**src/rtl/rf_pkg.sv**
```systemverilog
package rf_pkg;
  function automatic int row_count(input int addr_bits);
    return 1 << addr_bits;
  endfunction
endpackage

```
**src/rtl/rf_decoder.sv**
```systemverilog
module rf_decoder #(
  parameter int N = 7,
  localparam int ROWS = rf_pkg::row_count(N)
) (
  input  logic [N-1:0]    addr,
  input  logic            en,
  output logic [ROWS-1:0] onehot
);
  for (genvar i = 0; i < ROWS; i++) begin : g_dec
    assign onehot[i] = en && (addr == N'(i));
  end
endmodule

```
**src/rtl/rf_row.sv**
```systemverilog
module rf_row #(
  parameter int BITS = 4
) (
  input  logic            clk,
  input  logic            ld,
  input  logic [BITS-1:0] d,
  output logic [BITS-1:0] q
);
  always_ff @(posedge clk) begin
    if (ld) q <= d;
  end
endmodule

```
**src/rtl/rf_read_sel.sv**
```systemverilog
module rf_read_sel #(
  parameter int ROWS = 128,
  parameter int BITS = 4
) (
  input  logic [ROWS-1:0]           sel,
  input  logic [ROWS-1:0][BITS-1:0] rows,
  output logic [BITS-1:0]           word
);
  logic [ROWS-1:0][BITS-1:0] gated;

  for (genvar i = 0; i < ROWS; i++) begin : g_gate
    assign gated[i] = rows[i] & {BITS{sel[i]}};
  end

  always_comb begin
    word = '0;
    for (int i = 0; i < ROWS; i++) word = word | gated[i];
  end
endmodule

```
**src/rtl/rf_addr_demux.sv**
```systemverilog
module rf_addr_demux #(
  parameter int N = 7
) (
  input  logic         clk,
  input  logic         rst,
  input  logic [N-1:0] addr_in,
  input  logic         to_read,
  output logic [N-1:0] wr_addr,
  output logic [N-1:0] rd_addr
);
  always_ff @(posedge clk) begin
    if (rst) begin
      wr_addr <= '0;
      rd_addr <= '0;
    end else if (to_read) begin
      rd_addr <= addr_in;
    end else begin
      wr_addr <= addr_in;
    end
  end

  AST_RD_ADDR_LOAD: assert property (@(posedge clk) disable iff (rst)
    to_read |=> rd_addr == $past(addr_in));
  AST_WR_ADDR_HOLD: assert property (@(posedge clk) disable iff (rst)
    to_read |=> $stable(wr_addr));
  AST_WR_ADDR_LOAD: assert property (@(posedge clk) disable iff (rst)
    !to_read |=> wr_addr == $past(addr_in));
  AST_RD_ADDR_HOLD: assert property (@(posedge clk) disable iff (rst)
    !to_read |=> $stable(rd_addr));
endmodule

```
**src/rtl/rf_press_pulse.sv**
```systemverilog
module rf_press_pulse #(
  parameter int PRESS_LEN = 3
) (
  input  logic clk,
  input  logic rst,
  input  logic btn,
  output logic pulse
);
  localparam logic [PRESS_LEN-1:0] MATCH = {{(PRESS_LEN-1){1'b1}}, 1'b0};

  logic [PRESS_LEN-1:0] hist;

  always_ff @(posedge clk) begin
    if (rst) hist <= '1;
    else     hist <= {btn, hist[PRESS_LEN-1:1]};
  end

  assign pulse = (hist == MATCH);

  AST_PULSE_SINGLE: assert property (@(posedge clk) disable iff (rst)
    pulse |=> !pulse);
endmodule

```
**src/rtl/dp_regbank_top.sv**
```systemverilog
module dp_regbank_top #(
  parameter int N         = 7,
  parameter int BITS      = 4,
  parameter int PRESS_LEN = 3
) (
  input  logic            clk,
  input  logic            rst,
  input  logic [N-1:0]    addr_in,
  input  logic            addr_is_read,
  input  logic [BITS-1:0] data_w,
  input  logic            we_btn,
  output logic [BITS-1:0] data_r
);
  localparam int ROWS = rf_pkg::row_count(N);

  logic [N-1:0]              wr_addr, rd_addr;
  logic                      wr_pulse;
  logic [ROWS-1:0]           row_ld, rd_sel;
  logic [ROWS-1:0][BITS-1:0] row_q;
  logic [BITS-1:0]           rd_word;

  rf_addr_demux #(.N(N)) u_demux (
    .clk(clk), .rst(rst), .addr_in(addr_in), .to_read(addr_is_read),
    .wr_addr(wr_addr), .rd_addr(rd_addr)
  );

  rf_press_pulse #(.PRESS_LEN(PRESS_LEN)) u_press (
    .clk(clk), .rst(rst), .btn(we_btn), .pulse(wr_pulse)
  );

  rf_decoder #(.N(N)) u_wr_dec (.addr(wr_addr), .en(wr_pulse), .onehot(row_ld));
  rf_decoder #(.N(N)) u_rd_dec (.addr(rd_addr), .en(1'b1),     .onehot(rd_sel));

  for (genvar i = 0; i < ROWS; i++) begin : g_row
    rf_row #(.BITS(BITS)) u_row (
      .clk(clk), .ld(row_ld[i]), .d(data_w), .q(row_q[i])
    );
  end

  rf_read_sel #(.ROWS(ROWS), .BITS(BITS)) u_rsel (
    .sel(rd_sel), .rows(row_q), .word(rd_word)
  );

  always_ff @(posedge clk) begin
    if (rst) data_r <= '0;
    else     data_r <= rd_word;
  end

  AST_WR_ONEHOT0: assert property (@(posedge clk) disable iff (rst)
    $onehot0(row_ld));
  AST_WR_ONEHOT_ON_PULSE: assert property (@(posedge clk) disable iff (rst)
    wr_pulse |-> $onehot(row_ld));
  AST_RD_ONEHOT: assert property (@(posedge clk) disable iff (rst)
    $onehot(rd_sel));
  AST_WRITE_LANDS: assert property (@(posedge clk) disable iff (rst)
    wr_pulse |=> row_q[$past(wr_addr)] == $past(data_w));
  AST_READ_REGISTERED: assert property (@(posedge clk) disable iff (rst)
    1'b1 |=> data_r == $past(row_q[rd_addr]));
  AST_NO_LOAD_WITHOUT_PULSE: assert property (@(posedge clk) disable iff (rst)
    !wr_pulse |=> $stable(row_q));
endmodule

```
**config.mk**
```make
export PLATFORM = sky130hd
export DESIGN_NAME = dp_regbank_top
export DESIGN_NICKNAME = d
export VERILOG_FILES = /design/src/rtl/rf_pkg.sv /design/src/rtl/rf_decoder.sv /design/src/rtl/rf_row.sv /design/src/rtl/rf_read_sel.sv /design/src/rtl/rf_addr_demux.sv /design/src/rtl/rf_press_pulse.sv /design/src/rtl/dp_regbank_top.sv
export SDC_FILE = /design/constraint.sdc
export NUM_CORES = 1
export LEC_CHECK = 0
export BUFFER_PORTS_ARGS = -buffer_cell sky130_fd_sc_hd__buf_2
export CORE_ASPECT_RATIO = 0.7
export CORE_MARGIN = 2
export CORE_UTILIZATION = 40
export DETAILED_ROUTE_END_ITERATION = 6
export PLACE_DENSITY = 0.6
export SYNTH_ARGS = -nofsm -noshare
export SYNTH_HDL_FRONTEND = slang
export SYNTH_HIERARCHICAL = 1
export SYNTH_SLANG_ARGS = --single-unit
export TNS_END_PERCENT = 50
```
**constraint.sdc**
```tcl
create_clock -name clk -period 3.05 [get_ports clk]
set_input_delay 0.61 -clock clk [delete_from_list [all_inputs] [get_ports clk]]
set_output_delay 0.61 -clock clk [all_outputs]
set_load 0.05 [all_outputs]
```
# After elaboration in Yosys (flattened, before gate mapping)
# Cells that the tools add are included.
# word_totals
wordCells,772
ff_bits,533
input_bits,15
# op_classes
eq_ne,255
bitwise_logic,255
reduce_logical,130
# ops
operator,n
"== test 7 bit, second input constant",128
bitwise AND 4 bit,128
bitwise OR 4 bit,127
"== test 7 x 6 -> 1 bit, second input constant",64
"== test 7 x 5 -> 1 bit, second input constant",32
logical AND 1 bit,128
"== test 7 x 4 -> 1 bit, second input constant",16
"== test 7 x 3 -> 1 bit, second input constant",8
"== test 7 x 2 -> 1 bit, second input constant",4
"== test 7 x 1 -> 1 bit, second input constant",2
logical NOT 7 bit,2
"== test 3 bit, second input constant",1

# Logic depth before layout (Yosys ltp)
# Gate-level depths: netlist of the first run.
# depth
ltp_word,129
ltp_mapped,11
depth_no_buf,8

# Hierarchy
# The synthesis of the first run kept the hierarchy.
# by_module_without_submodules
module,seq_area_each_um2,area_each_um2,cells_each,n_inst
rf_row,120.1,120.1,4,128
rf_read_sel,0.0,2499.9,316,1
rf_decoder,0.0,1093.5,198,2
rf_addr_demux,280.3,508.0,45,1
dp_regbank_top,80.1,108.9,9,1
rf_press_pulse,60.1,87.6,7,1

# Least setup slack after synthesis of the first run
# No wires, ideal clock.
# synth_timing
path_type,reg2reg
from,reg u_demux.rd_addr[2]
to,reg data_r[0]
stages_incl_launch_ff,11
required_time_ns,2.936
setup_time_ns,0.114
path_slack_ns,0.932
t_arrival_ns,2.004
path_cell_list,dfxtp_1 buf_2 nand4bb_1 clkbuf_1 nor2_1 a22o_1 a221oi_1 nand4_1 nor4_1 nand3_1 nor2b_1
# synth_between
word_cells_on_any_way,383
cone_classes,eq/ne: 127; bitwise: 255; reduce/logical: 1
# synth_rtl
item,line_no,text
from (decl),rf_addr_demux.sv:9,output logic [N-1:0] rd_addr
from (signal assigned),rf_addr_demux.sv:16,rd_addr <= addr_in;
== test 7 bit,rf_decoder.sv:10,assign onehot[i] = en && (addr == N'(i));
named net rd_sel[99],dp_regbank_top.sv:18,"logic [ROWS-1:0] row_ld, rd_sel;"
bitwise AND 4 bit,rf_read_sel.sv:12,assign gated[i] = rows[i] & {BITS{sel[i]}};
bitwise OR 4 bit (29 in series),rf_read_sel.sv:17,for (int i = 0; i < ROWS; i++) word = word | gated[i];
named net rd_word[0],dp_regbank_top.sv:20,logic [BITS-1:0] rd_word;
to (signal assigned),dp_regbank_top.sv:46,else data_r <= rd_word;
to (decl),dp_regbank_top.sv:12,output logic [BITS-1:0] data_r
# The timed path passes the listed nets, and every way through them passes these cells.
# A chain may end at the register's enable or synchronous reset.

# Worst setup path after layout of the first run
# layout_timing
from,reg u_demux.rd_addr[4]
to,reg data_r[3]
# layout_between
word_cells_on_any_way,383
cone_classes,eq/ne: 127; bitwise: 255; reduce/logical: 1
# layout_rtl
item,line_no
== test 7 bit,rf_decoder.sv:10
named net rd_sel[64],dp_regbank_top.sv:18
bitwise AND 4 bit,rf_read_sel.sv:12
bitwise OR 4 bit (64 in series),rf_read_sel.sv:17
named net rd_word[3],dp_regbank_top.sv:20
# The timed path passes the listed nets, and every way through them passes these cells.

==> run_results.csv, run 1 <==
group,metric,value,unit
clock_network,cts.path.max_buffers,3,
floorplan,io_pins,19,
floorplan,initial_utilization,40.70,%
worst_setup_path,crit_required,3.51,ns
worst_setup_path,r2r-start,"u_demux/rd_addr[4]",
yosys,seq_area_frac_synth,76.06,%
timing,fin_crit_sh,99.62,%
placed_design,dpl_cell_area,0.02206,sq mm
clock_network,clockRootBuffer,"clkbuf_16",
routing,drc,0,
yosys,synth.avg_cell_area,16.16,sq um
timing,holdWs,0.2224,ns
run,drv_cap,0,
clock_network,clkTransAtPathRegs,0.07,ns
routing,drt_pass1_iterations,7,
floorplan,dieWidth,276.3,microns
floorplan,dieArea,0.05378,sq mm
outcome,outcome,"complete, no violations",
floorplan,dieHeight,194.6,microns
timing,period_minus_slack,3.038,ns
placed_design,dp_slack,0.05259,ns
routing,avgViaCountPerCell,6.222,
timing,finalSetupViolations,0,
worst_setup_path,worst-path-max-fanout,9,
timing,max_freq,329.1,MHz
pwr,p_leak,7.174,nW
worst_setup_path,max_stage_delay,0.52,ns
grt,antenna_found_initial,3,
yosys,synth_seq_cells,533,
clock_network,cts_buffers,50,
worst_hold_path,worstHoldPathCells,2,
yosys,synth_area,0.02077,sq mm
timing,finalHoldViolations,0,
grt,gr-total-overflow,0,
grt,gr-max-usage-layer,"met1",
clock_network,numClockSinks,533,
routing,routed_wl,58.54,mm
worst_setup_path,worst_ep_arrival_time,3.50,ns
placed_design,io_buffers,18,
floorplan,num_rows,69,
worst_setup_path,reg2reg_slack,0.01,ns
final_layout,fin_area,0.02376,sq mm
worst_setup_path,r2r_cells,9,
yosys,synth.distinct_cells,33,
worst_setup_path,start_kind,"flop",
routing,via_count,13036,
timing,max-slew-margin-rel,41.77,%
worst_setup_path,cp_cell_sequence,"or4bb_1 -> nor2_1 -> a22o_1 -> a221oi_1 -> nand4_1 -> nor4_1 -> buf_4 -> nand3_1 -> nor2b_1",
worst_setup_path,cp_slowest_cell,"or4bb_1",
worst_setup_path,critPathKind,"flop to flop",
timing,final.setup.worst_slack,0.01158,ns
worst_setup_path,startpoint,"u_demux/rd_addr[4]",
final_layout,final_nets,1395,
timing,drv_slew,0,
grt,grt_max_degree,129,
grt,met3_usage,7.958,%
worst_hold_path,min_path_type,"input pin to flop",
routing,first_iter_violations,1644,
clock_network,clk_latency,0.59,ns
worst_setup_path,cp.depth,9,
pwr,vdd_drop_max,0.0005640,V
yosys,netlist_instances,1285,
pwr,power,14.82,mW
grt,global_route.usage.met1,33.37,%
grt,grt_usage,21.30,%
grt,grtUsageMet2,27.30,%
worst_setup_path,critPathCapture,"data_r[3]",
timing,fin_skew,0.02934,ns
placed_design,gp_congestion,0.9586,
final_layout,utilization,46.56,%
placed_design,hpwl,39.69,mm
final_layout,syn_to_final_growth,14.40,%
routing,wl_per_cell,27.94,microns
timing,tns,0,ns
worst_setup_path,path_buf_inv,1,
routing,drtAntennaViolNets,0,
timing,worst_slew_pin_slew,0.8655,ns
pwr,powerDensity,623.9,mW/mm^2
clock_network,htreeDepth,2,
clock_network,cts_tree,"done",
timing,rsz0062_at_grt,"false",
worst_setup_path,endpoint_kind,"flop",
grt,grt_pass1_vias,12124,
worst_setup_path,crit_family,"simple AND/OR/NAND/NOR gates",
grt,grt_first_pass_wirelength,83.82,mm
final_layout,fill_cells,4338,
final_layout,final_cells,2095,
placed_design,dp.cells,2000,
worst_setup_path,r2r-end,"data_r[3]",
yosys,synth_warnings,6,
final_layout,drive_above_1_share,15.63,%
floorplan,fp.coreArea,0.05102,sq mm
clock_network,ctsHoldBuffers,0,
==> where the power goes <==
group          switching, mW  total [mW]  internal (mW)
logic                  0.357       0.488          0.131
registers             0.0410        8.07           8.03
clock network           2.66        6.26           3.60
total                   3.06        14.8           11.8
==> layout make-up <==
| type | count | area (sq um) | share of cell area, % |
|---|---|---|---|
| well taps | 674 | 843.3 | 3.550 |
| clock buffers | 66 | 1373 | 5.778 |
| multi-input cells | 694 | 4698 | 19.78 |
| repair buffers | 101 | 773.2 | 3.255 |
| flip-flops and latches | 533 | 15800 | 66.49 |
| clock inverters | 26 | 270.3 | 1.138 |
| diodes | 1 | 2.502 | 0.01053 |
==> Yosys cell counts <==
cell type | n | area share, %
or4_1 | 2 | 0.072
conb_1 | 1 | 0.018
a221oi_1 | 88 | 3.7
nand4b_1 | 16 | 0.67
or4b_4 | 2 | 0.13
or2_1 | 3 | 0.090
nor3_2 | 16 | 0.77
nor3_1 | 44 | 1.1
a22oi_1 | 80 | 2.9
nand2_1 | 6 | 0.11
nor4_1 | 16 | 0.48
nand2b_1 | 10 | 0.30
nand3_1 | 12 | 0.29
buf_12 | 1 | 0.096
dfxtp_1 | 21 | 2.0
nand4_2 | 2 | 0.12
buf_6 | 5 | 0.27
nand4bb_1 | 22 | 1.2
and3b_1 | 1 | 0.042
nor2_2 | 16 | 0.48
buf_2 | 26 | 0.63
a22o_2 | 2 | 0.096
nand4_1 | 40 | 1.2
or2_2 | 2 | 0.060
or4b_1 | 12 | 0.58
mux2i_1 | 14 | 0.67
nor2_1 | 190 | 3.4
nor2b_1 | 4 | 0.12
clkbuf_1 | 29 | 0.52
a22o_1 | 86 | 3.6
edfxtp_1 | 512 | 74
or4bb_1 | 2 | 0.11
buf_4 | 2 | 0.072
==> worst min path at each step <==
| stage | startpoint | endpoint |
|---|---|---|
| after floorplan | u_press/hist[2] | u_press/hist[1] |
| after global placement | u_press/hist[1] | u_press/hist[0] |
| after detailed placement | u_press/hist[1] | u_press/hist[0] |
| after CTS | we_btn | u_press/hist[2] |
| after global routing | we_btn | u_press/hist[2] |
| final | we_btn | u_press/hist[2] |
==> worst reg2reg max path, stage by stage, from the launching register on <==
cell      delay [ns]
dfxtp_1         0.47
or4bb_1         0.52
nor2_1          0.26
a22o_1          0.26
a221oi_1        0.45
nand4_1         0.25
nor4_1          0.36
buf_4           0.16
nand3_1         0.06
nor2b_1         0.15
==> kinds of logic after synthesis <==
| kind of cell | after synthesis | share of synthesized area, % |
|---|---|---|
| DFF | 533 | 76.06 |
| and+or+nand+nor | 418 | 11.33 |
| AOI/OAI and AO/OA | 256 | 10.33 |
| buffers and inverters | 63 | 1.591 |
| muxes | 14 | 0.6748 |
| other | 1 | 0.01806 |
==> per-layer routing <==
layer	share of wire [%]	vias to the layer above
met2	39	791
met1	45	6653
met4	2.4	6
li1	-	5500
met3	14	86
met5	0.061	-
==> sequential cells by signal (all words and copies together) (netlist names) <==
signal	cells
g_row.u_row/q	512
u_demux/rd_addr	7
u_demux/wr_addr	7
data_r	4
u_press/hist	3
==> cells in the final DEF (no fill, tap or decap), types with 14 or more instances in the layout <==
cell	instances
nand4b_1	16
nand4bb_1	20
nor3_1	44
clkbuf_16	51
buf_4	83
nor2_1	190
dfxtp_1	20
a22o_1	86
a221oi_1	88
a22oi_1	80
nand4_1	40
mux2i_1	14
nor2_2	16
nor3_2	16
edfxtp_1	512
buf_2	14
==> repair_timing <==
item | in CTS | in global routing
buffers inserted | 0 | 2
setup endpoints to repair | 0 | 4
resized for setup | 0 | 8
Power figures use the tool's default switching activity.
==> run 2: changes to the inputs <==
Settings changed: CTS_BUF_LIST from default to sky130_fd_sc_hd__clkbuf_16.
==> run_results.csv, run 2 (synthesis gave the netlist of run 1 again) <==
group,metric,value,unit
placed_design,dp.cells,2000,
pwr,p_clk_share,41.7,%
grt,gr-total-overflow,0,
final_layout,layout_common_cells,"512 x edfxtp_1, 190 x nor2_1, 88 x a221oi_1",
worst_setup_path,endpoint_kind,"flop",
clock_network,cts_buffers,50,
pwr,seqPwrFrac,55.0,%
final_layout,regArea,0.01580,sq mm
worst_setup_path,worst-path-max-fanout,9,
timing,worst_slew_pin_slew,0.8846,ns
final_layout,multi_input_area,0.004698,sq mm
timing,finalHoldViolations,0,
timing,fin_skew,0.02855,ns
worst_setup_path,crit_required,3.51,ns
placed_design,hpwl,39.69,mm
worst_hold_path,min_path_type,"input pin to flop",
clock_network,clkTransAtPathRegs,0.07,ns
final_layout,drive_above_1_share,15.35,%
timing,max-slew-margin-rel,40.48,%
floorplan,dieHeight,194.6,microns
pwr,power_frac_comb,3.3,%
worst_setup_path,reg2reg_slack,0.05,ns
floorplan,io_pins,19,
outcome,outcome,"complete, no violations",
final_layout,fill_cells,4348,
routing,first_iter_violations,1743,
timing,tns,0,ns
floorplan,initial_utilization,40.70,%
pwr,vdd_drop_max,0.0005588,V
clock_network,clockRootBuffer,"clkbuf_16",
timing,period_minus_slack,3.005,ns
final_layout,final_cells,2095,
worst_setup_path,r2r-start,"u_demux/rd_addr[4]",
timing,max_freq,332.8,MHz
routing,drt_pass1_iterations,5,
routing,drc,0,
placed_design,dpl_cell_area,0.02206,sq mm
clock_network,clk_latency,0.59,ns
floorplan,dieArea,0.05378,sq mm
pwr,power.switching,3.059,mW
final_layout,syn_to_final_growth,14.21,%
worst_setup_path,startpoint,"u_demux/rd_addr[4]",
clock_network,numClockSinks,533,
routing,routed_wl,58.47,mm
run,drv_cap,0,
grt,grt_usage,21.30,%
final_layout,largest_reg_flops,512,
final_layout,utilization,46.48,%
worst_setup_path,worst_ep_arrival_time,3.47,ns
final_layout,top_regs,"g_row.u_row/q x512, u_demux/rd_addr x7, u_demux/wr_addr x7",
grt,grt_pass1_vias,12140,
floorplan,fp.coreArea,0.05102,sq mm
timing,finalSetupViolations,0,
final_layout,final_nets,1395,
pwr,intPower,11.62,mW
placed_design,io_buffers,18,
pwr,swShare,20.84,%
grt,antenna_found_initial,3,
clock_network,htreeDepth,2,
pwr,powerDensity,618.9,mW/mm^2
routing,drtAntennaViolNets,0,
placed_design,gp_congestion,0.9586,
clock_network,cts.path.max_buffers,3,
timing,rsz0062_at_grt,"false",
routing,wl_per_cell,27.91,microns
worst_setup_path,critPathKind,"flop to flop",
pwr,p_leak,7.197,nW
worst_setup_path,start_kind,"flop",
final_layout,fin_area,0.02372,sq mm
routing,via_count,12999,
grt,grt_first_pass_wirelength,83.79,mm
worst_hold_path,min_from,"we_btn",
floorplan,dieWidth,276.3,microns
final_layout,regMostFlops,"g_row.u_row/q",
routing,avgViaCountPerCell,6.205,
floorplan,num_rows,69,
final_layout,layout_commonest_cell,"edfxtp_1",
grt,grt_max_degree,129,
timing,fin_crit_sh,98.51,%
timing,drv_slew,0,
pwr,power,14.68,mW
clock_network,cts_tree,"done",
==> run 2: area by class of cell <==
type / count / area share (%)
Antenna cell: 1 / 0.01055
Tap cell: 674 / 3.556
Clock inverter: 41 / 1.377
Sequential cell: 533 / 66.61
Clock buffer: 51 / 5.381
Multi-Input combinational cell: 694 / 19.81
Timing Repair Buffer: 101 / 3.260
==> run 2: path summary, 6_finish.rpt <==
check                         end  cells after the start
hold / removal    u_press/hist[2]                      2
setup / recovery        data_r[3]                      9
setup reg to reg        data_r[3]                      9
hold reg to reg   u_press/hist[0]                      1
==> run 2: timing repair <==
action,CTS,global route
setup buffers,0,2
endpoints found under the setup margin,0,4
hold buffers,0,0
gates resized for setup,0,8
==> run 2: worst max-delay path, stage by stage, from the launching register on <==
cell and delay (ns):
dfxtp_1 0.47, or4bb_1 0.51, nor2_1 0.25, a22o_1 0.26, a221oi_1 0.46, nand4_1 0.25, nor4_1 0.34, buf_4 0.16
nand3_1 0.06, nor2b_1 0.15
==> run 2: metal layers <==
layer  up-vias  routed length, microns  GRT usage, %
met2       778                   22560         27.29
met4         6                    1341         5.323
met1      6633                   26520         33.32
met3        85                    8025         8.042
met5         -                      32             0
li1       5497                       -             -
==> run 2: power by group through the flow <==
stage / Clock [mW] / Combinational, mW / Sequential [mW]
finish: 6.12 / 0.487 / 8.07
global route: 6.51 / 0.512 / 8.07
CTS: 6.21 / 0.478 / 8.07
detailed placement: 0 / 0.477 / 8.23
global placement: 0 / 0.478 / 8.23
floorplan: 0 / 0.205 / 8.22
==> run 2: stage by stage <==
step / hold slack (ns) / setup WS [ns]
after detailed placement: 0.4242 / 0.05259
after CTS: 0.1972 / 0.05115
after global routing: 0.2068 / 0.01758
after floorplan: 0.4001 / 0.9320
final: 0.2224 / 0.04531
after global placement: 0.4107 / 0.01526
